## src/rtl/i2cs_pkg.sv

```systemverilog
package i2cs_pkg;

    typedef enum logic [1:0] {
        ROLE_HOST   = 2'd0,
        ROLE_TARGET = 2'd1,
        ROLE_MULTI  = 2'd2,
        ROLE_RSVD   = 2'd3
    } role_e;

    localparam int EVT_N   = 3;
    localparam int EVT_ADR = 0;
    localparam int EVT_WR  = 1;
    localparam int EVT_ACK = 2;

    // Position of the bus within the current byte
    typedef struct packed {
        logic fall8;       // counted fall that ends the last data bit
        logic fall9;       // counted fall that ends the ACK slot
        logic addr_phase;  // current byte is the address byte
        logic selected;    // address matched since the last START
        logic ack_slot;    // between the last data fall and the ACK fall
    } bus_pos_t;

    // Hold requests raised at one fall
    typedef struct packed {
        logic [EVT_N-1:0] evt;
        logic             buf_hold;
    } hold_req_t;

    function automatic logic can_stretch(input logic dis, input logic [1:0] role);
        return !dis && (role == ROLE_TARGET || role == ROLE_MULTI);
    endfunction

endpackage

```

## src/rtl/i2cs_bit_tracker.sv

```systemverilog
module i2cs_bit_tracker
    import i2cs_pkg::*;
#(
    parameter int BYTE_BITS = 8
) (
    input  logic     clk,
    input  logic     rst,
    input  logic     scl_i,
    input  logic     start_i,
    input  logic     stop_i,
    input  logic     addr_match_i,
    output bus_pos_t pos_o
);
    localparam int CNT_W = $clog2(BYTE_BITS + 2);
    localparam logic [CNT_W-1:0] LAST_DATA = CNT_W'(BYTE_BITS - 1);
    localparam logic [CNT_W-1:0] ACK_POS   = CNT_W'(BYTE_BITS);

    logic             scl_q;
    logic             skip_q;
    logic             addr_q;
    logic             sel_q;
    logic [CNT_W-1:0] cnt_q;
    logic             fall;
    logic             counted;

    assign fall    = scl_q & ~scl_i & ~start_i & ~stop_i;
    assign counted = fall & ~skip_q;

    always_ff @(posedge clk) begin
        if (rst) begin
            scl_q  <= 1'b1;
            skip_q <= 1'b0;
            addr_q <= 1'b0;
            sel_q  <= 1'b0;
            cnt_q  <= '0;
        end else begin
            scl_q <= scl_i;
            if (stop_i) begin
                cnt_q  <= '0;
                skip_q <= 1'b0;
                addr_q <= 1'b0;
                sel_q  <= 1'b0;
            end else if (start_i) begin
                cnt_q  <= '0;
                skip_q <= 1'b1;
                addr_q <= 1'b1;
                sel_q  <= 1'b0;
            end else if (fall) begin
                if (skip_q) begin
                    skip_q <= 1'b0;
                end else if (cnt_q == LAST_DATA) begin
                    cnt_q <= ACK_POS;
                    if (addr_q && addr_match_i) sel_q <= 1'b1;
                end else if (cnt_q == ACK_POS) begin
                    cnt_q  <= '0;
                    addr_q <= 1'b0;
                end else begin
                    cnt_q <= cnt_q + 1'b1;
                end
            end
        end
    end

    always_comb begin
        pos_o.fall8      = counted && (cnt_q == LAST_DATA);
        pos_o.fall9      = counted && (cnt_q == ACK_POS);
        pos_o.addr_phase = addr_q;
        pos_o.selected   = sel_q;
        pos_o.ack_slot   = (cnt_q == ACK_POS) && !skip_q;
    end

endmodule

```

## src/rtl/i2cs_hold_eval.sv

```systemverilog
module i2cs_hold_eval
    import i2cs_pkg::*;
(
    input  logic      en_i,
    input  logic      fall8_i,
    input  logic      fall9_i,
    input  logic      addr_phase_i,
    input  logic      selected_i,
    input  logic      addr_match_i,
    input  logic      rd_xfer_i,
    input  logic      rx_full_i,
    input  logic      tx_empty_i,
    input  logic      adr_hold_en_i,
    input  logic      wr_hold_en_i,
    input  logic      ack_hold_en_i,
    output hold_req_t req_o
);
    logic data_rx;
    logic tx_ready_need;

    assign data_rx       = !addr_phase_i && selected_i && !rd_xfer_i;
    assign tx_ready_need = rd_xfer_i && tx_empty_i &&
                           (addr_phase_i ? addr_match_i : selected_i);

    always_comb begin
        req_o.evt[EVT_ADR] = en_i && fall8_i && addr_phase_i && addr_match_i && adr_hold_en_i;
        req_o.evt[EVT_WR]  = en_i && fall8_i && data_rx && wr_hold_en_i;
        req_o.evt[EVT_ACK] = en_i && fall9_i && selected_i && ack_hold_en_i;
        req_o.buf_hold     = en_i && fall8_i && ((data_rx && rx_full_i) || tx_ready_need);
    end

endmodule

```

## src/rtl/i2cs_flag_bank.sv

```systemverilog
module i2cs_flag_bank #(
    parameter int N = 3
) (
    input  logic         clk,
    input  logic         rst,
    input  logic         clear_all_i,
    input  logic [N-1:0] set_evt_i,
    input  logic [N-1:0] clr_evt_i,
    input  logic         set_str_i,
    input  logic         clr_str_i,
    output logic [N-1:0] evt_o,
    output logic         str_o
);
    for (genvar i = 0; i < N; i++) begin : g_evt
        logic q;
        always_ff @(posedge clk) begin
            if (rst || clear_all_i)   q <= 1'b0;
            else if (set_evt_i[i])    q <= 1'b1;
            else if (clr_evt_i[i])    q <= 1'b0;
        end
        assign evt_o[i] = q;
    end

    logic str_q;
    always_ff @(posedge clk) begin
        if (rst || clear_all_i) str_q <= 1'b0;
        else if (set_str_i)     str_q <= 1'b1;
        else if (clr_str_i)     str_q <= 1'b0;
    end
    assign str_o = str_q;

endmodule

```

## src/rtl/i2cs_stretch_ctrl.sv

```systemverilog
module i2cs_stretch_ctrl
    import i2cs_pkg::*;
#(
    parameter int BYTE_BITS = 8
) (
    input  logic       clk,
    input  logic       rst,
    input  logic       scl_i,
    input  logic       start_det_i,
    input  logic       stop_det_i,
    input  logic       addr_match_i,
    input  logic       rd_xfer_i,
    input  logic       rx_full_i,
    input  logic       tx_empty_i,
    input  logic       stretch_dis_i,
    input  logic [1:0] role_i,
    input  logic       adr_hold_en_i,
    input  logic       wr_hold_en_i,
    input  logic       ack_hold_en_i,
    input  logic       nack_sel_i,
    input  logic       clr_stretch_i,
    input  logic       clr_adr_i,
    input  logic       clr_wr_i,
    input  logic       clr_ack_i,
    output logic       scl_pull_o,
    output logic       sda_ack_pull_o,
    output logic       stretch_o,
    output logic       adr_flag_o,
    output logic       wr_flag_o,
    output logic       ack_flag_o
);
    bus_pos_t         pos;
    hold_req_t        req;
    logic             en;
    logic [EVT_N-1:0] evt_q;
    logic [EVT_N-1:0] clr_evt;
    logic             str_q;
    logic             nack_q;
    logic             adr_release;

    assign en = can_stretch(stretch_dis_i, role_i);

    i2cs_bit_tracker #(.BYTE_BITS(BYTE_BITS)) u_track (
        .clk          (clk),
        .rst          (rst),
        .scl_i        (scl_i),
        .start_i      (start_det_i),
        .stop_i       (stop_det_i),
        .addr_match_i (addr_match_i),
        .pos_o        (pos)
    );

    i2cs_hold_eval u_eval (
        .en_i          (en),
        .fall8_i       (pos.fall8),
        .fall9_i       (pos.fall9),
        .addr_phase_i  (pos.addr_phase),
        .selected_i    (pos.selected),
        .addr_match_i  (addr_match_i),
        .rd_xfer_i     (rd_xfer_i),
        .rx_full_i     (rx_full_i),
        .tx_empty_i    (tx_empty_i),
        .adr_hold_en_i (adr_hold_en_i),
        .wr_hold_en_i  (wr_hold_en_i),
        .ack_hold_en_i (ack_hold_en_i),
        .req_o         (req)
    );

    always_comb begin
        clr_evt          = '0;
        clr_evt[EVT_ADR] = clr_adr_i;
        clr_evt[EVT_WR]  = clr_wr_i;
        clr_evt[EVT_ACK] = clr_ack_i;
    end

    i2cs_flag_bank #(.N(EVT_N)) u_flags (
        .clk         (clk),
        .rst         (rst),
        .clear_all_i (stop_det_i),
        .set_evt_i   (req.evt),
        .clr_evt_i   (clr_evt),
        .set_str_i   ((|req.evt) | req.buf_hold),
        .clr_str_i   (clr_stretch_i),
        .evt_o       (evt_q),
        .str_o       (str_q)
    );

    // ACK/NACK choice taken when the address hold is answered
    assign adr_release = evt_q[EVT_ADR] && clr_adr_i && !req.evt[EVT_ADR] && !stop_det_i;

    always_ff @(posedge clk) begin
        if (rst)              nack_q <= 1'b0;
        else if (start_det_i) nack_q <= 1'b0;
        else if (adr_release) nack_q <= nack_sel_i;
    end

    assign scl_pull_o     = en && (str_q || (|evt_q));
    assign sda_ack_pull_o = pos.ack_slot && pos.selected &&
                            (pos.addr_phase || !rd_xfer_i) &&
                            !evt_q[EVT_ADR] && !nack_q;
    assign stretch_o      = str_q;
    assign adr_flag_o     = evt_q[EVT_ADR];
    assign wr_flag_o      = evt_q[EVT_WR];
    assign ack_flag_o     = evt_q[EVT_ACK];

endmodule

```

## config.mk

```make
export PLATFORM = sky130hd
export DESIGN_NAME = i2cs_stretch_ctrl
export DESIGN_NICKNAME = d
export VERILOG_FILES = /design/src/rtl/i2cs_pkg.sv /design/src/rtl/i2cs_bit_tracker.sv /design/src/rtl/i2cs_hold_eval.sv /design/src/rtl/i2cs_flag_bank.sv /design/src/rtl/i2cs_stretch_ctrl.sv
export SDC_FILE = /design/constraint.sdc
export NUM_CORES = 1
export LEC_CHECK = 0
export BUFFER_PORTS_ARGS = -buffer_cell sky130_fd_sc_hd__buf_2
export CORE_UTILIZATION = 45
export DETAILED_ROUTE_END_ITERATION = 10
export GPL_ROUTABILITY_DRIVEN = 0
export PLACE_DENSITY_LB_ADDON = 0.05
export SLEW_MARGIN = 20
export SYNTH_ARGS = -nofsm -noshare
export SYNTH_HDL_FRONTEND = slang
export SYNTH_SLANG_ARGS = --single-unit
```

## constraint.sdc

```tcl
create_clock -name clk -period 1.91 [get_ports clk]
set_clock_uncertainty 0.05 [all_clocks]
set_input_delay 0.0955 -clock clk [delete_from_list [all_inputs] [get_ports clk]]
set_output_delay 0.0955 -clock clk [all_outputs]
set_load 0.05 [all_outputs]
```

After elaboration in Yosys (flattened, before gate mapping)

Index checks and enable logic that the tools add are counted.

Mux-type cells: 18
$add $sub $neg: 1
Reduce and logical (&&, ||, !) cells: 55
Bitwise logic cells: 9
Equal/unequal tests: 6

Operators by type and width:

| cell                                                                   | number |
|---|---|
| 1-bit logical AND                                                      | 28 |
| 1-bit 2-to-1 mux                                                       | 16 |
| 2-bit nonzero test                                                     | 6 |
| 3-bit OR reduction                                                     | 3 |
| 1-bit logical NOT                                                      | 8 |
| 4-bit 2-to-1 mux                                                       | 2 |
| 4-bit AND reduction                                                    | 2 |
| 1-bit logical OR                                                       | 5 |
| 4-bit by 1-bit adder with 4-bit output (second input constant)         | 1 |
| 1-bit bitwise AND                                                      | 4 |
| 4-bit by 3-bit equality test with 1-bit output (second input constant) | 1 |
| 4-bit equality test (second input constant)                            | 1 |
| 2-bit != test (second input constant)                                  | 2 |
| 1-bit NOT                                                              | 4 |
| 2-bit OR reduction                                                     | 2 |
| 2-bit by 1-bit equality test with 1-bit output (second input constant) | 1 |
| 2-bit equality test (second input constant)                            | 1 |
| 2-bit AND reduction                                                    | 1 |
| 1-bit bitwise OR                                                       | 1 |

Logic and storage cells: 99
Output and inout bits: 6
Register bits: 13

Logic depth before layout (Yosys ltp)

Gate-level depths: netlist of run 1.

Depth after elaboration: 13
Depth in mapped cells: 6

Hierarchy

Synthesis of run 1 repeated with hierarchy kept, for this count alone.

Cells, all modules: 96
Area, all modules: 808.3 um^2

Modules (own cells, without submodules):

| module            | instances | area each (um^2) | cells each | seq. area each (um^2) |
|---|---|---|---|---|
| i2cs_bit_tracker  | 1         | 445.4            | 53         | 160.2 |
| i2cs_flag_bank    | 1         | 186.4            | 20         | 80.1 |
| i2cs_stretch_ctrl | 1         | 110.1            | 13         | 20.0 |
| i2cs_hold_eval    | 1         | 66.3             | 10         | 0.0 |

Worst setup path before layout of run 1

Ideal clock, no wire load.

Path type: register to output
From: register u_flags.g_evt[0].q
To: output scl_pull_o
Data arrival time: 1.864 ns
Stages on the path, launching flop included: 3
Setup slack: -0.099 ns
Required time: 1.764 ns
Path through: dfxtp_1 nor4_1 nor3_1

Cells in the longest elaborated chain, start to end: 3

RTL lines:

| what                   | RTL line                | text |
|---|---|---|
| from (decl)            | i2cs_flag_bank.sv:15    | `logic q;` |
| from (signal assigned) | i2cs_flag_bank.sv:17    | `if (rst \|\| clear_all_i) q <= 1'b0;` |
| from (signal assigned) | i2cs_flag_bank.sv:18    | `else if (set_evt_i[i]) q <= 1'b1;` |
| from (signal assigned) | i2cs_flag_bank.sv:19    | `else if (clr_evt_i[i]) q <= 1'b0;` |
| 3-bit OR reduction     | i2cs_stretch_ctrl.sv:97 | `assign scl_pull_o = en && (str_q \|\| (\|evt_q));` |
| 1-bit logical OR       | i2cs_stretch_ctrl.sv:97 |  |
| 1-bit logical AND      | i2cs_stretch_ctrl.sv:97 |  |
| to (decl)              | i2cs_stretch_ctrl.sv:25 | `output logic scl_pull_o,` |

No other way between the ends.

Final worst setup path of run 1

From: register u_track.cnt_q[0]
To: output sda_ack_pull_o

Cells in the longest elaborated chain, start to end: 6

RTL lines:

| what                            | RTL line                 | text |
|---|---|---|
| from (decl)                     | i2cs_bit_tracker.sv:22   | `logic [CNT_W-1:0] cnt_q;` |
| from (signal assigned)          | i2cs_bit_tracker.sv:58   | `cnt_q <= cnt_q + 1'b1;` |
| 4-bit equality test             | i2cs_bit_tracker.sv:69   | `pos_o.ack_slot = (cnt_q == ACK_POS) && !skip_q;` |
| 1-bit logical AND               | i2cs_bit_tracker.sv:69   |  |
| 1-bit logical AND (2 in series) | i2cs_stretch_ctrl.sv:98  | `assign sda_ack_pull_o = pos.ack_slot && pos.selected &&` |
| 1-bit logical AND               | i2cs_stretch_ctrl.sv:99  | `(pos.addr_phase \|\| !rd_xfer_i) &&` |
| 1-bit logical AND               | i2cs_stretch_ctrl.sv:100 | `!evt_q[EVT_ADR] && !nack_q;` |
| to (decl)                       | i2cs_stretch_ctrl.sv:26  | `output logic sda_ack_pull_o,` |

No other way between the ends.

==> results of run 1 <==
[flip-flops by register name, summed over array words and instances, names as in the netlist]
signal and cells:
u_track.skip_q 1, u_flags.g_evt.q 3, u_track.cnt_q 4, nack_q 1, u_track.scl_q 1, u_track.sel_q 1, u_flags.str_o 1, u_track.addr_q 1
[repair_timing]
item,4_1_cts,5_1_grt
endpoints found under the setup margin,1,0
hold buffers,1,1
setup buffers,0,0
gates resized for setup,1,0
hold endpoints to repair,1,1
[kinds of logic (layout without fill, tap and decap cells)]
| family | after synthesis | count (layout) |
|---|---|---|
| adders and majority gates | 2 | 2 |
| and+or+nand+nor | 39 | 39 |
| xor gates and xnor gates | 1 | 1 |
| muxes | 1 | 1 |
| buffers and inverters | 9 | 39 |
| DFF | 13 | 13 |
| AOI/OAI and AO/OA | 22 | 22 |
[synthesized netlist by cell type, types with 2 or more instances]
library cell / instances
a32oi_1: 3
or2_2: 2
nor2b_1: 2
o21ai_0: 3
and3_1: 2
inv_1: 7
nor3_1: 2
a21oi_1: 7
nand3b_1: 2
nand2_1: 6
nand2b_1: 2
a31oi_1: 3
dfxtp_1: 13
nand4_1: 2
ha_1: 2
clkbuf_1: 2
nor4b_1: 2
nor2_1: 7
[layer usage]
| layer | wire length [um] | track usage, % | vias up |
|---|---|---|---|
| li1 | - | - | 384 |
| met1 | 822 | 26.7 | 344 |
| met2 | 772 | 33.4 | 18 |
| met3 | 85 | 7.76 | 2 |
| met4 | 13 | 5.63 | 0 |
| met5 | 0 | 0 | - |
[worst max-delay path, stage by stage (launching register included)]
cell and delay [ns]:
dfxtp_1 0.35, inv_1 0.07, ha_1 0.16, inv_1 0.06, nor3b_2 0.25, and3_1 0.19, buf_2 0.25
[worst max-delay path by stage]
stage	startpoint	to	slack, ns	depth (start not counted)
2_1_floorplan	u_track.skip_q$_SDFFE_PP0P_	u_track.cnt_q[0]$_SDFFE_PP0N_	0.30	4
5_1_grt	u_track.cnt_q[0]$_SDFFE_PP0N_	sda_ack_pull_o	0.02	6
4_1_cts	u_track.cnt_q[0]$_SDFFE_PP0N_	sda_ack_pull_o	0.12	6
3_3_place_gp	u_track.skip_q$_SDFFE_PP0P_	u_track.cnt_q[0]$_SDFFE_PP0N_	0.24	4
3_5_place_dp	u_track.skip_q$_SDFFE_PP0P_	u_track.cnt_q[0]$_SDFFE_PP0N_	0.21	4
6_report	u_track.cnt_q[0]$_SDFFE_PP0N_	sda_ack_pull_o	0.15	6
[cell type report]
cell class                 instances  share of cell area [%]
inverter                           7                    2.85
multi-input combinational         65                    47.4
tap                               16                    2.17
clock buffer                       4                    2.85
sequential                        13                    28.2
timing repair buffer              28                    16.6
[metrics by stage]
stage	utilization [%]	std cells	cell area [sq um]	power (mW)
detailed placement	57.8	127	871	0.338
global route	61.2	133	922	0.532
floorplan	-	87	726	0.307
finish	61.2	133	922	0.507
CTS	60.5	132	912	0.510
global placement	57.8	127	871	0.337
[power groups by stage]
| stage | Combinational, mW | Clock [mW] | Sequential [mW] |
|---|---|---|---|
| finish | 0.0584 | 0.172 | 0.277 |
| global route | 0.0634 | 0.192 | 0.277 |
| CTS | 0.0566 | 0.177 | 0.277 |
| detailed placement | 0.0547 | 0 | 0.283 |
| global placement | 0.0538 | 0 | 0.283 |
| floorplan | 0.0249 | 0 | 0.283 |
==> results.yml, run 1 <==
clocking:
  cts_root_buffer: "clkbuf_4"
  tritoncts: "yes"
  clock_latency_ns: 0.28
  cts.sinks: 13
  cts_htree_levels: 1
  clock_path_buffers: 2
  numCtsBuffers: 3
  cts.reportedPaths.clkPinSlew_ns: 0.07
run_status:
  status: "completed"
routing:
  first_pass_iters: 4
  wl_per_cell_um: 12.7
  post_drt_via_cell_ratio: 5.62
  vias: 748
  routed_wl_mm: 1.69
  drc: 0
  drt_iter0_drc: 13
  ant_nets: 0
pwr:
  p_sw_share_pct: 24.1
  clkPwrFrac_pct: 33.9
  p_seq_share_pct: 54.6
  power_density_nw_per_um2: 550
  power.switching_mw: 0.122
  p_comb_share_pct: 11.5
  p_int_mw: 0.385
  vdd_drop_max_mv: 0.432
  p_leak_nw: 0.401
critical_path:
  cp-end-kind: "output pin"
  start_kind: "flip-flop"
  r2r_end: "u_track.cnt_q[0]$_SDFFE_PP0N_"
  worst_r2r_path_depth: 4
  reg2reg_from: "u_track.skip_q$_SDFFE_PP0P_"
  arrival_ns: 1.61
  path_class: "flip-flop to output pin"
  r2r_slack_ns: 0.19
  required_ns: 1.76
  critPathMaxFanout: 6
synth:
  syn_area_sq_um: 721
  yosysUniqueCellTypes: 36
  yosys.area.top_type_share_pct: 36.1
  ys_async_sr_fraction_pct: 0
  synth_top_family_by_area: "simple AND/OR/NAND/NOR gates"
  syn_area_per_cell_sq_um: 8.28
  synth_largest_area_cell: "dfxtp_1"
  synth-xor-area-share_pct: 1.22
  yosys.area_share.simple_pct: 33.2
  syn_nets: 109
  synth_edf_count: 0
  synth-compound-area-share_pct: 20.0
  yosys_warnings: 0
  syn_inst: 87
  synth_ff_type: "dfxtp_1"
  ys_seq_elements: 13
  synth_adder_area_share_pct: 3.47
  synthTopCellsByArea: "dfxtp_1 (36%), a21oi_1 (4.9%), inv_1 (3.6%), nor2_1 (3.6%), a32oi_1 (3.6%)"
  seq_area_frac_synth_pct: 36.1
  muxShareOfSynthArea_pct: 1.39
placement:
  place_ws_ns: 0.206
  port_buffers: 25
  hpwl_mm: 1.30
timing:
  final-hold-violation-count: 0
  fin_crit_sh_pct: 91.9
  finalSetupViolations: 0
  drv_slew: 0
  rsz0062_at_grt: "false"
  fin_tns_setup_ns: 0
  worstMarginPinSlew_ns: 0.432
  max_freq_mhz: 570
  timing.hold.ws_ns: 0.0292
  fin_crit_ns: 1.76
  setup_slack_ns: 0.154
  relSlewSlack_pct: 70.8
floorplan:
  dieHeight_um: 42.0
  num_io_pins: 26
  coreArea_sq_um: 1510
  std_cell_rows: 14
  die-area_sq_um: 1770
  initial_core_util_pct: 47.8
  die_w_um: 42.0
global_routing:
  grt_use_total_pct: 20.9
  grt_max_degree: 9
  grt_overflow: 0
  grt_pass1_wl_mm: 2.81
  antenna_found_initial: 0
  grt_pass1_vias: 672
finish:
  multi_input_area_sq_um: 437
  layout_commonest_cell: "buf_2"
  drive_above_1_share_pct: 29.9
  seq_area_sq_um: 260
  num-fill-cells: 144
  area_growth_pct: 28.0
  antenna_cells: 0
  final_cell_mix: "buf_2 (25), dfxtp_1 (13), inv_1 (7), a21oi_1 (7), nor2_1 (7)"
  nNetsFinal: 140
worst_hold_path:
  hp-class: "input port to flip-flop"
  holdPathStages: 3
  whs_endpoint: "u_flags.g_evt[2].q$_SDFFE_PP0P_"
  min_from: "clr_ack_i"
job:
  drv_cap: 0
(Power assumes the default switching activity.)
==> run 2, diff against run 1 <==
CTS_CLUSTER_DIAMETER = 150   (was not set)
clock period = 1.8 ns   (was 1.91 ns; I/O delays follow)
==> run 2 against run 1 <==
Net effect:
- worst hold slack lost 0.023 ns
- wire length is 6.8% higher
- critical endpoint is now u_track.cnt_q[0]$_SDFFE_PP0N_
- clock power increased by 10%
- highest routed layer unchanged
- final cell count down 0.75%
==> results.yml, run 2 (synthesis results as in run 1) <==
critical_path:
  path_cells: "or3_4 -> or2_1 -> or4_1 -> a21oi_2"
  path_class: "flip-flop to flip-flop"
  reg2reg_from: "u_track.skip_q$_SDFFE_PP0P_"
  arrival_ns: 1.92
  cp-startpoint: "u_track.skip_q$_SDFFE_PP0P_"
  r2r_slack_ns: 0.05
  worst_r2r_path_depth: 4
  critPathTopFamily: "simple AND/OR/NAND/NOR gates"
  required_ns: 1.97
  cp-end-kind: "flip-flop"
  worst-path-buf-inv: 0
  worst_path_largest_cell_delay_ns: 0.52
  start_kind: "flip-flop"
  critPathMaxFanout: 4
  r2r_end: "u_track.cnt_q[0]$_SDFFE_PP0N_"
  crit_path_top_delay_cell: "or4_1"
clocking:
  cts_root_buffer: "clkbuf_4"
  numCtsBuffers: 3
  clock_path_buffers: 2
  tritoncts: "yes"
  cts.reportedPaths.clkPinSlew_ns: 0.09
  cts.sinks: 13
  clock_latency_ns: 0.28
  cts_htree_levels: 1
floorplan:
  die-area_sq_um: 1770
  initial_core_util_pct: 47.8
  dieHeight_um: 42.0
  die_w_um: 42.0
  num_io_pins: 26
  std_cell_rows: 14
  coreArea_sq_um: 1510
routing:
  routed_wl_mm: 1.81
  vias: 757
  drc: 0
  first_pass_iters: 4
  wl_per_cell_um: 13.7
  ant_nets: 0
  post_drt_via_cell_ratio: 5.73
  drt_iter0_drc: 21
finish:
  top_register: "u_track.cnt_q"
  antenna_cells: 0
  final_cell_mix: "buf_2 (24), dfxtp_1 (13), inv_1 (7), nor2_1 (7)"
  layout_commonest_cell: "buf_2"
  nNetsFinal: 139
  area_growth_pct: 29.2
  largest_reg_flops: 4
  drive_above_1_share_pct: 31.9
  reg.largest.list: "u_track.cnt_q x4, u_flags.g_evt.q x3"
timing:
  finalSetupViolations: 0
  fin_crit_ns: 1.75
  fin_crit_sh_pct: 97.4
  fin_tns_setup_ns: 0
  worstMarginPinSlew_ns: 0.433
  drv_slew: 0
  max_freq_mhz: 570
  rsz0062_at_grt: "false"
  relSlewSlack_pct: 70.7
  final-hold-violation-count: 0
pwr:
  p_leak_nw: 0.396
  power_density_nw_per_um2: 588
  vdd_drop_max_mv: 0.360
  power_mw: 0.547
worst_hold_path:
  whs_endpoint: "u_track.scl_q$_SDFF_PP1_"
  min_from: "rst"
  holdPathStages: 2
  hp-class: "input port to flip-flop"
global_routing:
  grt_pass1_wl_mm: 2.96
  grt_overflow: 0
  antenna_found_initial: 0
  grt_pass1_vias: 702
  grt_max_degree: 9
  grt_use_total_pct: 22.1
run_status:
  status: "completed"
placement:
  port_buffers: 25
  hpwl_mm: 1.40
job:
  drv_cap: 0
## run 2: changes by cell type in the layout (fill, tap and decap cells not counted), sizes merged
cell | previous run | this run
clkbuf | 4 | 5
buf | 26 | 25
dlygate4sd3 | 2 | 1
## run 2: cell type report
cell class,count,area (sq um)
multi-input combinational,65,453
timing repair buffer,27,145
sequential,13,260
inverter,7,26.3
fill,140,576
tap,16,20.0
clock buffer,4,26.3
## run 2: worst max path at each step
stage,endpoint,slack (ns),depth (start not counted)
after floorplan,u_track.cnt_q[0]$_SDFFE_PP0N_,0.19,4
after global placement,u_track.cnt_q[0]$_SDFFE_PP0N_,0.15,4
after detailed placement,u_track.cnt_q[0]$_SDFFE_PP0N_,0.09,4
after CTS,sda_ack_pull_o,0.003,4
after global routing,u_track.cnt_q[0]$_SDFFE_PP0N_,0.003,4
final,u_track.cnt_q[0]$_SDFFE_PP0N_,0.05,4
## run 2: timing repair
action | CTS | global route
endpoints found under the setup margin | 1 | 2
resized for setup | 2 | 4
buffers inserted | 0 | 0
endpoints found under the hold margin | 1 | 0
hold buffers | 1 | 0
## run 2: worst register-to-register path: stages (launching register included)
cell and delay (ns):
dfxtp_1 0.34, or3_4 0.40, or2_1 0.25, or4_1 0.52, a21oi_2 0.14
## run 2: power by group
group	switching (mW)	leakage [nW]	internal (mW)
Sequential	0.00318	0.105	0.291
Combinational	0.0317	0.276	0.0316
Clock	0.104	0.0150	0.0859
Total	0.139	0.396	0.408
## run 2: metrics by stage
| step | util [%] | cells | cell area [sq um] | hold slack, ns | setup WS, ns |
|---|---|---|---|---|---|
| 6_report | 61.8 | 132 | 931 | 0.00661 | 0.0460 |
| 5_1_grt | 61.8 | 132 | 931 | 0.0224 | 0.00271 |
| 4_1_cts | 60.6 | 132 | 913 | 0.00875 | 0.00286 |
| 3_5_place_dp | 57.8 | 127 | 871 | 0.244 | 0.0876 |
| 3_3_place_gp | 57.8 | 127 | 871 | 0.238 | 0.145 |
| 2_1_floorplan | - | 87 | 726 | 0.144 | 0.188 |
## run 2: metal layers
metal | track usage, % | part of all wire [%] | vias up
met4 | 9.38 | 1.7 | 0
met5 | 0 | 0 | -
li1 | - | - | 382
met1 | 26.7 | 50 | 351
met2 | 39.4 | 45 | 18
met3 | 2.59 | 3.3 | 6
